==> src/rtl/sdr_seq_pkg.sv <==
package sdr_seq_pkg;

    // Command codes on {cs_n, ras_n, cas_n, we_n}
    typedef enum logic [3:0] {
        CMD_MRS  = 4'b0000,
        CMD_AREF = 4'b0001,
        CMD_PRE  = 4'b0010,
        CMD_NOP  = 4'b0111
    } sdr_cmd_e;

    // Activate-to-column-command delay offered to the downstream command block
    localparam int TRCD_CLKS = 2;

    typedef enum logic [3:0] {
        ST_BOOT,
        ST_PWR_WAIT,
        ST_PRE,
        ST_PRE_WAIT,
        ST_IREF,
        ST_IREF_WAIT,
        ST_MRS,
        ST_MRS_WAIT,
        ST_IDLE,
        ST_REF,
        ST_REF_WAIT,
        ST_SR_ENTER,
        ST_SR_HOLD,
        ST_SR_EXIT,
        ST_SR_EXIT_WAIT
    } seq_state_e;

    // Everything the pin stage registers besides the address buses
    typedef struct packed {
        sdr_cmd_e cmd;
        logic     cke;
        logic     ready;
        logic     busy;
    } pin_word_t;

    function automatic int trp_for_grade(input bit slow);
        return slow ? 3 : 2;
    endfunction

    function automatic logic [2:0] burst_code(input int bl);
        case (bl)
            1:       return 3'd0;
            2:       return 3'd1;
            4:       return 3'd2;
            8:       return 3'd3;
            default: return 3'd7;
        endcase
    endfunction

    function automatic logic [15:0] mode_word(input int cl, input int bl, input bit ilv);
        logic [15:0] w;
        w      = '0;
        w[2:0] = burst_code(bl);
        w[3]   = ilv;
        w[6:4] = 3'(cl);
        return w;
    endfunction

endpackage

==> src/rtl/sdr_wait_timer.sv <==
module sdr_wait_timer #(
    parameter int CW = 16
) (
    input  logic          clk,
    input  logic          rst,
    input  logic          load,
    input  logic [CW-1:0] load_val,
    output logic          done
);
    logic [CW-1:0] cnt_q;

    always_ff @(posedge clk) begin
        if (rst)                cnt_q <= '0;
        else if (load)          cnt_q <= load_val;
        else if (cnt_q != '0)   cnt_q <= cnt_q - 1'b1;
    end

    assign done = (cnt_q == '0);


    timer_reload_chk: assert property (@(posedge clk) disable iff (rst)
        load |=> (cnt_q == $past(load_val)));
endmodule

==> src/rtl/sdr_refresh_tracker.sv <==
module sdr_refresh_tracker #(
    parameter int REFI_CLKS = 1560
) (
    input  logic       clk,
    input  logic       rst,
    input  logic       en,
    input  logic       serve,
    output logic [1:0] pending
);
    localparam int IW = (REFI_CLKS > 1) ? $clog2(REFI_CLKS) : 1;
    localparam logic [IW-1:0] LAST = IW'(REFI_CLKS - 1);

    logic [IW-1:0] ivl_q;
    logic          tick;
    logic [1:0]    pend_q, pend_d;

    always_ff @(posedge clk) begin
        if (rst || !en)        ivl_q <= '0;
        else if (ivl_q == LAST) ivl_q <= '0;
        else                   ivl_q <= ivl_q + 1'b1;
    end

    assign tick = en && (ivl_q == LAST);

    always_comb begin
        pend_d = pend_q;
        unique case ({tick, serve})
            2'b10:   pend_d = (pend_q == 2'd2) ? 2'd2 : pend_q + 2'd1;
            2'b01:   pend_d = pend_q - 2'd1;
            default: pend_d = pend_q;
        endcase
    end

    always_ff @(posedge clk) begin
        if (rst) pend_q <= '0;
        else     pend_q <= pend_d;
    end

    assign pending = pend_q;


    pending_cap_chk: assert property (@(posedge clk) disable iff (rst)
        pend_q != 2'd3);

    serve_has_work_chk: assert property (@(posedge clk) disable iff (rst)
        serve |-> (pend_q != 2'd0));
endmodule

==> src/rtl/sdr_pin_stage.sv <==
module sdr_pin_stage
    import sdr_seq_pkg::*;
#(
    parameter int ADDR_W = 13,
    parameter int BA_W   = 2
) (
    input  logic              clk,
    input  logic              rst,
    input  pin_word_t         word_d,
    input  logic [ADDR_W-1:0] addr_d,
    output pin_word_t         word_q,
    output logic [ADDR_W-1:0] addr_q,
    output logic [BA_W-1:0]   ba_q
);
    always_ff @(posedge clk) begin
        if (rst) begin
            word_q <= '{cmd: CMD_NOP, cke: 1'b1, ready: 1'b0, busy: 1'b0};
            addr_q <= '0;
            ba_q   <= '0;
        end else begin
            word_q <= word_d;
            addr_q <= addr_d;
            ba_q   <= '0;
        end
    end


    cke_fall_with_entry_chk: assert property (@(posedge clk) disable iff (rst)
        $fell(word_q.cke) |-> (word_q.cmd == CMD_AREF));

    nop_while_asleep_chk: assert property (@(posedge clk) disable iff (rst)
        (!word_q.cke && $past(!word_q.cke)) |-> (word_q.cmd == CMD_NOP));

    ready_needs_clock_chk: assert property (@(posedge clk) disable iff (rst)
        word_q.ready |-> word_q.cke);

    precharge_all_chk: assert property (@(posedge clk) disable iff (rst)
        (word_q.cmd == CMD_PRE) |-> addr_q[10]);
endmodule

==> src/rtl/sdr_power_refresh_seq.sv <==
module sdr_power_refresh_seq
    import sdr_seq_pkg::*;
#(
    parameter int ADDR_W      = 13,
    parameter int BA_W        = 2,
    parameter int PWRUP_CLKS  = 10000,
    parameter int INIT_REFS   = 8,
    parameter int TRC_CLKS    = 7,
    parameter int TMRD_CLKS   = 2,
    parameter int REFI_CLKS   = 1560,
    parameter bit SLOW_GRADE  = 1'b0,
    parameter int CAS_LAT     = 2,
    parameter int BURST_LEN   = 4,
    parameter bit WRAP_ILV    = 1'b0
) (
    input  logic              clk,
    input  logic              rst,
    input  logic              sr_req,
    output logic              sdr_cs_n,
    output logic              sdr_ras_n,
    output logic              sdr_cas_n,
    output logic              sdr_we_n,
    output logic              sdr_cke,
    output logic [ADDR_W-1:0] sdr_addr,
    output logic [BA_W-1:0]   sdr_ba,
    output logic              ready,
    output logic              refresh_busy
);
    localparam int TRP_CLKS = trp_for_grade(SLOW_GRADE);
    localparam int SPAN     = PWRUP_CLKS + TRC_CLKS + TRP_CLKS + TMRD_CLKS + 4;
    localparam int CW       = $clog2(SPAN + 1);
    localparam int RW       = $clog2(INIT_REFS + 1);

    localparam logic [CW-1:0] LD_PWRUP = CW'(PWRUP_CLKS - 2);
    localparam logic [CW-1:0] LD_TRP   = CW'(TRP_CLKS - 2);
    localparam logic [CW-1:0] LD_TRC   = CW'(TRC_CLKS - 2);
    localparam logic [CW-1:0] LD_TMRD  = CW'(TMRD_CLKS - 2);
    localparam logic [CW-1:0] LD_EXIT  = CW'(TRC_CLKS);
    localparam logic [15:0]   MODE_W   = mode_word(CAS_LAT, BURST_LEN, WRAP_ILV);

    seq_state_e        st_q, st_d;
    logic              tmr_load, tmr_done;
    logic [CW-1:0]     tmr_val;
    logic [RW-1:0]     refs_left_q;
    logic              init_done_q;
    logic              serve;
    logic [1:0]        pending;
    pin_word_t         word_d, word_q;
    logic [ADDR_W-1:0] addr_d;

    sdr_wait_timer #(.CW(CW)) u_timer (
        .clk(clk), .rst(rst), .load(tmr_load), .load_val(tmr_val), .done(tmr_done)
    );

    sdr_refresh_tracker #(.REFI_CLKS(REFI_CLKS)) u_track (
        .clk(clk), .rst(rst), .en(init_done_q), .serve(serve), .pending(pending)
    );

    // Sequencing decisions
    always_comb begin
        st_d     = st_q;
        tmr_load = 1'b0;
        tmr_val  = '0;
        serve    = 1'b0;
        unique case (st_q)
            ST_BOOT:      begin tmr_load = 1'b1; tmr_val = LD_PWRUP; st_d = ST_PWR_WAIT; end
            ST_PWR_WAIT:  if (tmr_done) st_d = ST_PRE;
            ST_PRE:       begin tmr_load = 1'b1; tmr_val = LD_TRP; st_d = ST_PRE_WAIT; end
            ST_PRE_WAIT:  if (tmr_done) st_d = ST_IREF;
            ST_IREF:      begin tmr_load = 1'b1; tmr_val = LD_TRC; st_d = ST_IREF_WAIT; end
            ST_IREF_WAIT: if (tmr_done) st_d = (refs_left_q != '0) ? ST_IREF : ST_MRS;
            ST_MRS:       begin tmr_load = 1'b1; tmr_val = LD_TMRD; st_d = ST_MRS_WAIT; end
            ST_MRS_WAIT:  if (tmr_done) st_d = ST_IDLE;
            ST_IDLE: begin
                if (pending != 2'd0) st_d = ST_REF;
                else if (sr_req)     st_d = ST_SR_ENTER;
            end
            ST_REF: begin
                serve = 1'b1; tmr_load = 1'b1; tmr_val = LD_TRC; st_d = ST_REF_WAIT;
            end
            ST_REF_WAIT:  if (tmr_done) st_d = (pending != 2'd0) ? ST_REF : ST_IDLE;
            ST_SR_ENTER:  st_d = ST_SR_HOLD;
            ST_SR_HOLD:   if (!sr_req) st_d = ST_SR_EXIT;
            ST_SR_EXIT:   begin tmr_load = 1'b1; tmr_val = LD_EXIT; st_d = ST_SR_EXIT_WAIT; end
            ST_SR_EXIT_WAIT: if (tmr_done) st_d = ST_IDLE;
            default:      st_d = ST_BOOT;
        endcase
    end

    always_ff @(posedge clk) begin
        if (rst) begin
            st_q        <= ST_BOOT;
            refs_left_q <= RW'(INIT_REFS);
            init_done_q <= 1'b0;
        end else begin
            st_q <= st_d;
            if (st_q == ST_IREF) refs_left_q <= refs_left_q - 1'b1;
            if (st_q == ST_MRS_WAIT && tmr_done) init_done_q <= 1'b1;
        end
    end

    // Pin values for the current state
    always_comb begin
        word_d = '{cmd: CMD_NOP, cke: 1'b1, ready: 1'b0, busy: 1'b0};
        addr_d = '0;
        unique case (st_q)
            ST_PRE:  begin word_d.cmd = CMD_PRE; addr_d[10] = 1'b1; end
            ST_IREF: word_d.cmd = CMD_AREF;
            ST_MRS:  begin word_d.cmd = CMD_MRS; addr_d = MODE_W[ADDR_W-1:0]; end
            ST_IDLE: word_d.ready = 1'b1;
            ST_REF:  begin word_d.cmd = CMD_AREF; word_d.ready = 1'b1; word_d.busy = 1'b1; end
            ST_REF_WAIT: begin word_d.ready = 1'b1; word_d.busy = 1'b1; end
            ST_SR_ENTER: begin word_d.cmd = CMD_AREF; word_d.cke = 1'b0; word_d.busy = 1'b1; end
            ST_SR_HOLD:  begin word_d.cke = 1'b0; word_d.busy = 1'b1; end
            ST_SR_EXIT, ST_SR_EXIT_WAIT: word_d.busy = 1'b1;
            default: ;
        endcase
    end

    sdr_pin_stage #(.ADDR_W(ADDR_W), .BA_W(BA_W)) u_pins (
        .clk(clk), .rst(rst), .word_d(word_d), .addr_d(addr_d),
        .word_q(word_q), .addr_q(sdr_addr), .ba_q(sdr_ba)
    );

    assign {sdr_cs_n, sdr_ras_n, sdr_cas_n, sdr_we_n} = word_q.cmd;
    assign sdr_cke      = word_q.cke;
    assign ready        = word_q.ready;
    assign refresh_busy = word_q.busy;


    mrs_once_chk: assert property (@(posedge clk) disable iff (rst)
        (st_q == ST_MRS) |-> !init_done_q);

    entry_gate_chk: assert property (@(posedge clk) disable iff (rst)
        (st_q == ST_SR_ENTER) |-> ($past(pending) == 2'd0 && $past(st_q) == ST_IDLE));

    no_sleep_before_init_chk: assert property (@(posedge clk) disable iff (rst)
        (st_q == ST_SR_ENTER) |-> init_done_q);
endmodule

==> config.mk <==
export PLATFORM = sky130hd
export DESIGN_NAME = sdr_power_refresh_seq
export DESIGN_NICKNAME = d
export VERILOG_FILES = /design/src/rtl/sdr_seq_pkg.sv /design/src/rtl/sdr_wait_timer.sv /design/src/rtl/sdr_refresh_tracker.sv /design/src/rtl/sdr_pin_stage.sv /design/src/rtl/sdr_power_refresh_seq.sv
export SDC_FILE = /design/constraint.sdc
export NUM_CORES = 1
export LEC_CHECK = 0
export ABC_AREA = 1
export CORE_MARGIN = 5
export CORE_UTILIZATION = 50
export DETAILED_ROUTE_END_ITERATION = 10
export DONT_BUFFER_PORTS = 1
export GPL_ROUTABILITY_DRIVEN = 0
export PLACE_DENSITY_LB_ADDON = 0.3
export SYNTH_ARGS = -nofsm -noshare
export SYNTH_HDL_FRONTEND = slang
export SYNTH_SLANG_ARGS = --single-unit
==> constraint.sdc <==
create_clock -name clk -period 2.1 [get_ports clk]
set_input_delay 0.63 -clock clk [delete_from_list [all_inputs] [get_ports clk]]
set_output_delay 0.63 -clock clk [all_outputs]
set_load 0.02 [all_outputs]
==> results of run 1 <==
## worst max path at each step
stage / from / end / slack, ns
2_1_floorplan: u_track.ivl_q[0] / u_track.pending[0] / 0.37
3_3_place_gp: u_track.ivl_q[0] / u_track.pending[0] / 0.31
4_1_cts: u_track.ivl_q[0] / u_track.pending[0] / 0.21
5_1_grt: u_track.ivl_q[4] / u_track.pending[0] / 0.01
6_report: u_track.ivl_q[0] / u_track.pending[0] / 0.23
3_5_place_dp: u_track.ivl_q[0] / u_track.pending[0] / 0.25
## final cells by class
type | count | share of cell area [%]
Clock buffer | 5 | 2.79
Clock inverter | 2 | 0.507
Inverter | 42 | 6.59
Multi-Input combinational cell | 236 | 51.1
Sequential cell | 44 | 35.7
Tap cell | 54 | 2.74
Timing Repair Buffer | 2 | 0.608
## placed cells by master, fill, tap and decap left out, drive strengths merged, types with 13 or more instances in the layout
cell type / n
a21oi: 22
nand3: 21
conb: 13
nand2: 65
dfxtp: 44
o21ai: 17
inv: 42
nor2: 54
## flip-flops by register name (all words and copies together) (netlist names)
register	flops
refs_left_q	4
u_timer.cnt_q	14
u_pins.addr_q	2
st_q	4
u_track.pending	2
u_track.ivl_q	11
u_pins.word_q	6
init_done_q	1
## logic make-up (layout without fill, tap and decap cells)
group | Yosys count | after routing
xor+xnor | 9 | 9
flops | 44 | 44
mux | 1 | 1
fa+ha+maj | 7 | 7
compound gates | 43 | 43
other cells | 1 | 13
simple gates | 163 | 163
buf+inv | 61 | 51
## power breakdown
group	total [mW]	switching (mW)	internal, mW
Sequential	1.06	0.116	0.948
Combinational	0.993	0.656	0.337
Clock	0.511	0.286	0.225
Total	2.57	1.06	1.51
## worst max-delay path: stages, from the launching register on
cell      delay [ns]
dfxtp_1         0.36
ha_1            0.17
nand2_1         0.05
inv_1           0.10
nand3b_1        0.10
or2_2           0.28
ha_1            0.21
mux2_2          0.27
o21ai_0         0.16
inv_1           0.05
## routing by layer
metal | global-route usage [%] | wire length, um | vias to the layer above
li1 | - | - | 1031
met1 | 20.4 | 2160 | 882
met5 | 0 | 0 | -
met4 | 5.67 | 76 | 0
met2 | 26.7 | 2090 | 41
met3 | 4.76 | 221 | 9
## metrics by stage
step	instance area, um2	setup slack (ns)	power, mW	cells
after detailed placement	2390	0.246	2.07	378
after global routing	2470	0.0102	2.79	385
after global placement	2390	0.313	2.05	378
after floorplan	2440	0.365	1.91	341
after CTS	2470	0.210	2.58	385
final	2470	0.227	2.57	385
==> out/qor.csv, run 1 <==
stage,metric,value,unit
synth,synth_edf_count,0,
timing,skew,0.0110,ns
synth,synthAdderAreaFrac,3.66,%
min_path,hold_end,refs_left_q[0],
global_routing,grtUsageTotal,16.3,%
min_path,hold_path.class,in2reg,
die,coreArea,0.00469,mm2
clock_network,insertion_delay,0.30,ns
die,die_w,79.2,um
placed_design,portBuffers,0,
clock_network,cts.path.max_buffers,2,
clock_network,post_cts_resized,0,
synth,async_flop_share,0,%
routing,vias,1963,
synth,syn_inst,329,
synth,synth_top_family_by_area,simple AND/OR/NAND/NOR gates,
synth,yosys_warnings,0,
final_layout,drive_gt1_share,12.1,%
power,leakage,1.03,nW
synth,postSynthAreaPerCell,7.28,um2
min_path,hp-start,rst,
final_layout,fillers,452,
power,ir_worst_vdd,0.000355,V
routing,wl_per_cell,11.8,um
timing,drv_slew,0,
min_path,holdPathStages,1,
final_layout,seqCellArea,881,um2
timing,hold_viol,0,
timing,hold_ws,0.391,ns
synth,synth_xor_area_share,3.29,%
synth,synth_simple_gate_area_share,33.4,%
clock_network,post_cts.repair.setup_buffers,0,
routing,via_per_inst,5.10,
setup_path,regToRegSetupSlack,0.23,ns
clock_network,cts_sinks,44,
synth,synthMuxAreaShare,0.470,%
clock_network,cts_tree,built,
routing,ant_nets,0,
setup_path,reg2reg_to,u_track.pending[0],
clock_network,h-tree-depth,2,
clock_network,holdBufCountCts,0,
final_layout,syn_to_final_growth,3.03,%
synth,syn_area,0.00240,mm2
synth,synth_area_leaders,"dfxtp_1 (37%), nand2_1 (8.9%), nor2_1 (7.5%)",
die,die_y,79.2,um
die,rows,25,
setup_path,crit_path_start_kind,flip-flop,
power,power_density,1040,mW/mm2
synth,yosys-top-cells-count,"nand2_1 (57), nor2_1 (48), dfxtp_1 (44), inv_1 (35), a21oi_1 (21)",
clock_network,clkTransAtPathRegs,0.09,ns
synth,synth_compound_area_share,9.82,%
run,drv_cap,0,
global_routing,antenna_found_initial,0,
global_routing,grt_max_degree,17,
clock_network,numCtsBuffers,5,
synth,synthFlopType,dfxtp_1,
final_layout,finish.net_count,341,
final_layout,final_util,52.6,%
timing,finalSetupTns,0,ns
routing,drc,0,
synth,synth_area_leader_cell,dfxtp_1,
timing,rsz0062_at_grt,no,
outcome,status,finished clean,
setup_path,arrival,2.07,ns
global_routing,grt_overflow,0,
final_layout,multi_input_area,0.00126,mm2
global_routing,first_global_vias,1820,
die,start_util,51.1,%
synth,synth.most_common_cell,nand2_1,
setup_path,critPathCaptureType,flip-flop,
synth,ys_ff_latch,44,
synth,synth-seq-area-share,36.8,%
setup_path,critical_path_class,reg2reg,
timing,post-route-period-util,89.2,%
synth,ys_types,37,
setup_path,cp_max_fo,4,
clock_network,cts_root_buf,clkbuf_8,
placed_design,hpwl,3.43,mm
timing,setup_violations,0,
final_layout,n_antenna_cell,0,
setup_path,required,2.30,ns
timing,fmax,534,MHz
routing,totalWireLength,4.55,mm
setup_path,rr_worst_depth,9,
timing,fin_crit,1.87,ns
global_routing,grt_first_pass_wirelength,8.11,mm
routing,first_pass_iters,4,
routing,drtIter0Drc,186,
synth,synth.top_cell.area_share,36.8,%
die,dieArea,0.00628,mm2
die,io_pins,25,
setup_path,r2r_start,u_track.ivl_q[0],
No activity file was read; power rests on OpenSTA's default activity.
==> run 2, diff against run 1 <==
==> constraint.sdc (replaced) <==
create_clock -name clk -period 2.23 [get_ports clk]
set_input_delay 0.669 -clock clk [delete_from_list [all_inputs] [get_ports clk]]
set_output_delay 0.669 -clock clk [all_outputs]
set_load 0.02 [all_outputs]
==> out/qor.csv, run 2 (synthesis gave the netlist of run 1 again) <==
stage,metric,value,unit
outcome,status,finished clean,
routing,ant_nets,0,
final_layout,fin_cells,386,
final_layout,fillers,453,
clock_network,cts_root_buf,clkbuf_8,
timing,hold_ws,0.428,ns
clock_network,post_cts_resized,0,
final_layout,final_area,0.00251,mm2
routing,vias,1955,
global_routing,first_global_vias,1831,
timing,finalSetupTns,0,ns
die,coreArea,0.00469,mm2
timing,fmax,526,MHz
global_routing,grt_max_degree,17,
timing,fin_crit,1.90,ns
setup_path,crit_path_start_kind,flip-flop,
clock_network,h-tree-depth,2,
die,rows,25,
timing,hold_viol,0,
clock_network,clkTransAtPathRegs,0.08,ns
setup_path,slowest_stage,dfxtp_1,
clock_network,cts_tree,built,
placed_design,pre_cts_slack,0.376,ns
setup_path,required,2.42,ns
routing,totalWireLength,4.59,mm
power,ir_worst_vdd,0.000346,V
die,die_w,79.2,um
routing,drtIter0Drc,129,
die,dieArea,0.00628,mm2
final_layout,reg.largest.list,"u_timer.cnt_q x14, u_track.ivl_q x11, u_pins.word_q x6",
clock_network,numCtsBuffers,5,
global_routing,antenna_found_initial,0,
clock_network,insertion_delay,0.30,ns
routing,via_per_inst,5.06,
setup_path,arrival,2.09,ns
clock_network,cts.path.max_buffers,2,
placed_design,portBuffers,0,
global_routing,grt_first_pass_wirelength,8.01,mm
setup_path,crit_buf_inv,2,
timing,skew,0.0115,ns
die,start_util,51.1,%
timing,setup_ws,0.329,ns
clock_network,post_cts.repair.setup_buffers,0,
setup_path,slowest_delay,0.36,ns
global_routing,grt_overflow,0,
final_layout,regMostFlops,u_timer.cnt_q,
routing,drc,0,
final_layout,syn_to_final_growth,4.70,%
final_layout,n_antenna_cell,0,
power,power_density,1030,mW/mm2
setup_path,critical_path_class,reg2reg,
setup_path,path_delay_family,simple AND/OR/NAND/NOR gates,
die,die_y,79.2,um
final_layout,layout_common_cells,"nand2_1 (57), nor2_1 (48), dfxtp_1 (44)",
final_layout,final_common_cell,nand2_1,
clock_network,holdBufCountCts,0,
final_layout,largest_register_ffs,14,
placed_design,hpwl,3.37,mm
timing,drv_slew,0,
final_layout,drive_gt1_share,12.3,%
die,io_pins,25,
placed_design,post_dp_cell_area,0.00239,mm2
power,leakage,1.05,nW
min_path,hold_path.class,in2reg,
timing,rsz0062_at_grt,no,
clock_network,cts_sinks,44,
routing,wl_per_cell,11.9,um
final_layout,final_util,53.5,%
routing,first_pass_iters,6,
timing,post-route-period-util,85.2,%
setup_path,cp_cell_sequence,ha_1 -> nand2_1 -> inv_1 -> nand3b_1 -> or2_2 -> ha_1 -> mux2_2 -> o21ai_0 -> inv_1,
power,total_power,2.58,mW
final_layout,finish.net_count,341,
setup_path,cp_max_fo,4,
run,drv_cap,0,
placed_design,placed_cells,378,
setup_path,critPathCaptureType,flip-flop,
global_routing,grtUsageTotal,16.1,%
timing,setup_violations,0,
-- run 2: changes by cell type in the layout (fill, tap and decap cells not counted), sizes merged --
| cell | previous run | this run |
|---|---|---|
| bufinv | 0 | 1 |
| clkbuf | 5 | 6 |
| clkinvlp | 1 | 0 |
-- run 2: power by group --
| group | total [mW] | switching, mW | internal [mW] |
|---|---|---|---|
| logic | 0.938 | 0.620 | 0.317 |
| clock network | 0.638 | 0.272 | 0.366 |
| registers | 1.00 | 0.110 | 0.893 |
-- run 2: final timing paths --
path	slack, ns	cells past startpoint	to	start
setup / recovery	0.33	9	u_track.pending[0]	u_track.ivl_q[0]
hold / removal	0.43	1	u_timer.cnt_q[1]	rst
setup reg to reg	0.33	9	u_track.pending[0]	u_track.ivl_q[0]
hold reg to reg	0.46	1	u_track.ivl_q[0]	u_track.ivl_q[0]
-- run 2: worst register-to-register path, cell delays in order, from the launching register on --
cell      delay, ns
dfxtp_1        0.36
ha_1           0.17
nand2_1        0.05
inv_1          0.10
nand3b_1       0.10
or2_2          0.28
ha_1           0.21
mux2_2         0.28
o21ai_0        0.18
inv_1          0.06
-- run 2: layout make-up --
| type | instances | area [um2] | share of cell area (%) |
|---|---|---|---|
| inverters | 42 | 163 | 6.48 |
| well taps | 54 | 67.6 | 2.69 |
| clock buffers | 6 | 82.6 | 3.29 |
| flip-flops and latches | 44 | 881 | 35.1 |
| repair buffers | 2 | 15.0 | 0.599 |
| clock inverters | 2 | 38.8 | 1.55 |
| multi-input cells | 236 | 1260 | 50.3 |
-- run 2: metal layers --
layer  wire (um)  GRT usage, %  vias to the layer above
met5           0             0                        -
li1            -             -                     1035
met1        2170          19.8                      867
met4          76          5.67                        0
met3         231          5.10                        7
met2        2110          26.4                       46
==> run 3, diff against run 2 <==
--- a/config.mk
+++ b/config.mk
@@ -11,7 +11,9 @@
 export DETAILED_ROUTE_END_ITERATION = 10
 export DONT_BUFFER_PORTS = 1
 export GPL_ROUTABILITY_DRIVEN = 0
+export GPL_TIMING_DRIVEN = 1
 export PLACE_DENSITY_LB_ADDON = 0.3
+export SKIP_CTS_REPAIR_TIMING = 1
 export SYNTH_ARGS = -nofsm -noshare
 export SYNTH_HDL_FRONTEND = slang
 export SYNTH_SLANG_ARGS = --single-unit
==> constraint.sdc (replaced) <==
create_clock -name clk -period 2 [get_ports clk]
set_input_delay 0.6 -clock clk [delete_from_list [all_inputs] [get_ports clk]]
set_output_delay 0.6 -clock clk [all_outputs]
set_load 0.02 [all_outputs]
==> out/qor.csv, run 3 (synthesis gave the netlist of run 1 again) <==
stage,metric,value,unit
outcome,status,finished clean,
routing,ant_nets,0,
setup_path,arrival,2.02,ns
clock_network,clkTransAtPathRegs,0.08,ns
routing,via_per_inst,5.09,
die,dieArea,0.00628,mm2
clock_network,cts.path.max_buffers,2,
final_layout,final_common_cell,nand2_1,
routing,totalWireLength,4.59,mm
setup_path,required,2.20,ns
final_layout,regMostFlops,u_timer.cnt_q,
final_layout,finish.net_count,342,
final_layout,syn_to_final_growth,3.24,%
setup_path,critPathCaptureType,flip-flop,
routing,met3_length,222,um
placed_design,post_dp_cell_area,0.00239,mm2
timing,fmax,548,MHz
global_routing,grt_max_degree,17,
die,rows,25,
final_layout,final_area,0.00247,mm2
final_layout,drive_gt1_share,12.3,%
final_layout,layout_common_cells,"nand2_1 (57), nor2_1 (48), dfxtp_1 (43)",
clock_network,cts_root_buf,clkbuf_8,
power,switching_share,40.7,%
placed_design,hpwl,3.44,mm
die,io_pins,25,
power,seqPwrFrac,41.1,%
clock_network,cts_tree,built,
global_routing,grtUsageTotal,16.0,%
die,die_y,79.2,um
setup_path,critical_path_class,reg2reg,
global_routing,antenna_found_initial,0,
placed_design,portBuffers,0,
timing,setup_violations,0,
timing,post-route-period-util,91.2,%
global_routing,grt_first_pass_wirelength,8.06,mm
timing,fin_crit,1.82,ns
timing,drv_slew,0,
power,comb_power_share,39.4,%
routing,drc,0,
die,coreArea,0.00469,mm2
timing,finalSetupTns,0,ns
clock_network,h-tree-depth,2,
clock_network,insertion_delay,0.29,ns
timing,rsz0062_at_grt,no,
routing,drtIter0Drc,157,
timing,skew,0.00266,ns
power,clock_power_share,19.5,%
routing,met1_length,2.21,mm
power,ir_worst_vdd,0.000453,V
final_layout,n_antenna_cell,0,
clock_network,numCtsBuffers,5,
min_path,hold_path.class,in2reg,
power,internal_power,1.59,mW
routing,topRoutingLayerUsed,met4,
final_layout,largest_register_ffs,14,
final_layout,reg.largest.list,"u_timer.cnt_q x14, u_track.ivl_q x11, u_pins.word_q x6",
run,drv_cap,0,
routing,wl_met2,2.08,mm
die,start_util,51.1,%
die,die_w,79.2,um
setup_path,cp_max_fo,4,
setup_path,crit_path_start_kind,flip-flop,
global_routing,first_global_vias,1834,
routing,wl_per_cell,11.9,um
routing,vias,1963,
clock_network,cts_sinks,44,
power,leakage,1.04,nW
power,p_switching,1.10,mW
timing,hold_viol,0,
power,power_density,1090,mW/mm2
routing,first_pass_iters,4,
global_routing,grt_overflow,0,
[run 3: metal layers]
layer | track usage (%) | vias to the layer above
met5 | 0 | -
met4 | 6.70 | 0
met3 | 3.51 | 7
met2 | 25.7 | 44
met1 | 20.5 | 876
li1 | - | 1036
[run 3: metrics by stage]
stage                     utilization [%]  hold slack [ns]  power, mW  setup WS [ns]  std cells
after floorplan                         -            0.418       2.01          0.265        341
after global placement               51.0            0.433       2.16          0.211        379
after detailed placement             51.0            0.440       2.18          0.143        379
after CTS                            52.7            0.351       2.70          0.127        386
after global routing                 52.7            0.342       2.92         0.0304        386
final                                52.7            0.360       2.69          0.175        386
[run 3: area by class of cell]
class / count / area [um2]
clock buffers: 6 / 72.6
clock inverters: 1 / 5.00
fillers: 474 / 2220
inverters: 42 / 163
multi-input cells: 236 / 1260
flip-flops and latches: 44 / 882
well taps: 54 / 67.6
repair buffers: 3 / 22.5
[run 3: power groups by stage]
stage	clock network (mW)	registers [mW]	logic [mW]
after global routing	0.576	1.12	1.22
after global placement	0	1.12	1.04
after detailed placement	0	1.12	1.06
after floorplan	0	1.11	0.905
after CTS	0.537	1.10	1.06
final	0.524	1.10	1.06
[run 3: final timing paths]
path                     from                  to  slack [ns]  cells after the start
max          u_track.ivl_q[0]  u_track.pending[0]        0.18                      9
min reg2reg  u_track.ivl_q[0]    u_track.ivl_q[0]        0.45                      1
min                       rst    u_timer.cnt_q[1]        0.36                      1
max reg2reg  u_track.ivl_q[0]  u_track.pending[0]        0.18                      9
[run 3: critical path: stages (launching register included)]
cell and delay (ns):
dfxtp_1 0.35, ha_1 0.17, nand2_1 0.06, inv_1 0.11, nand3b_1 0.10, or2_2 0.29, ha_1 0.21, mux2_2 0.28
o21ai_1 0.11, inv_1 0.04
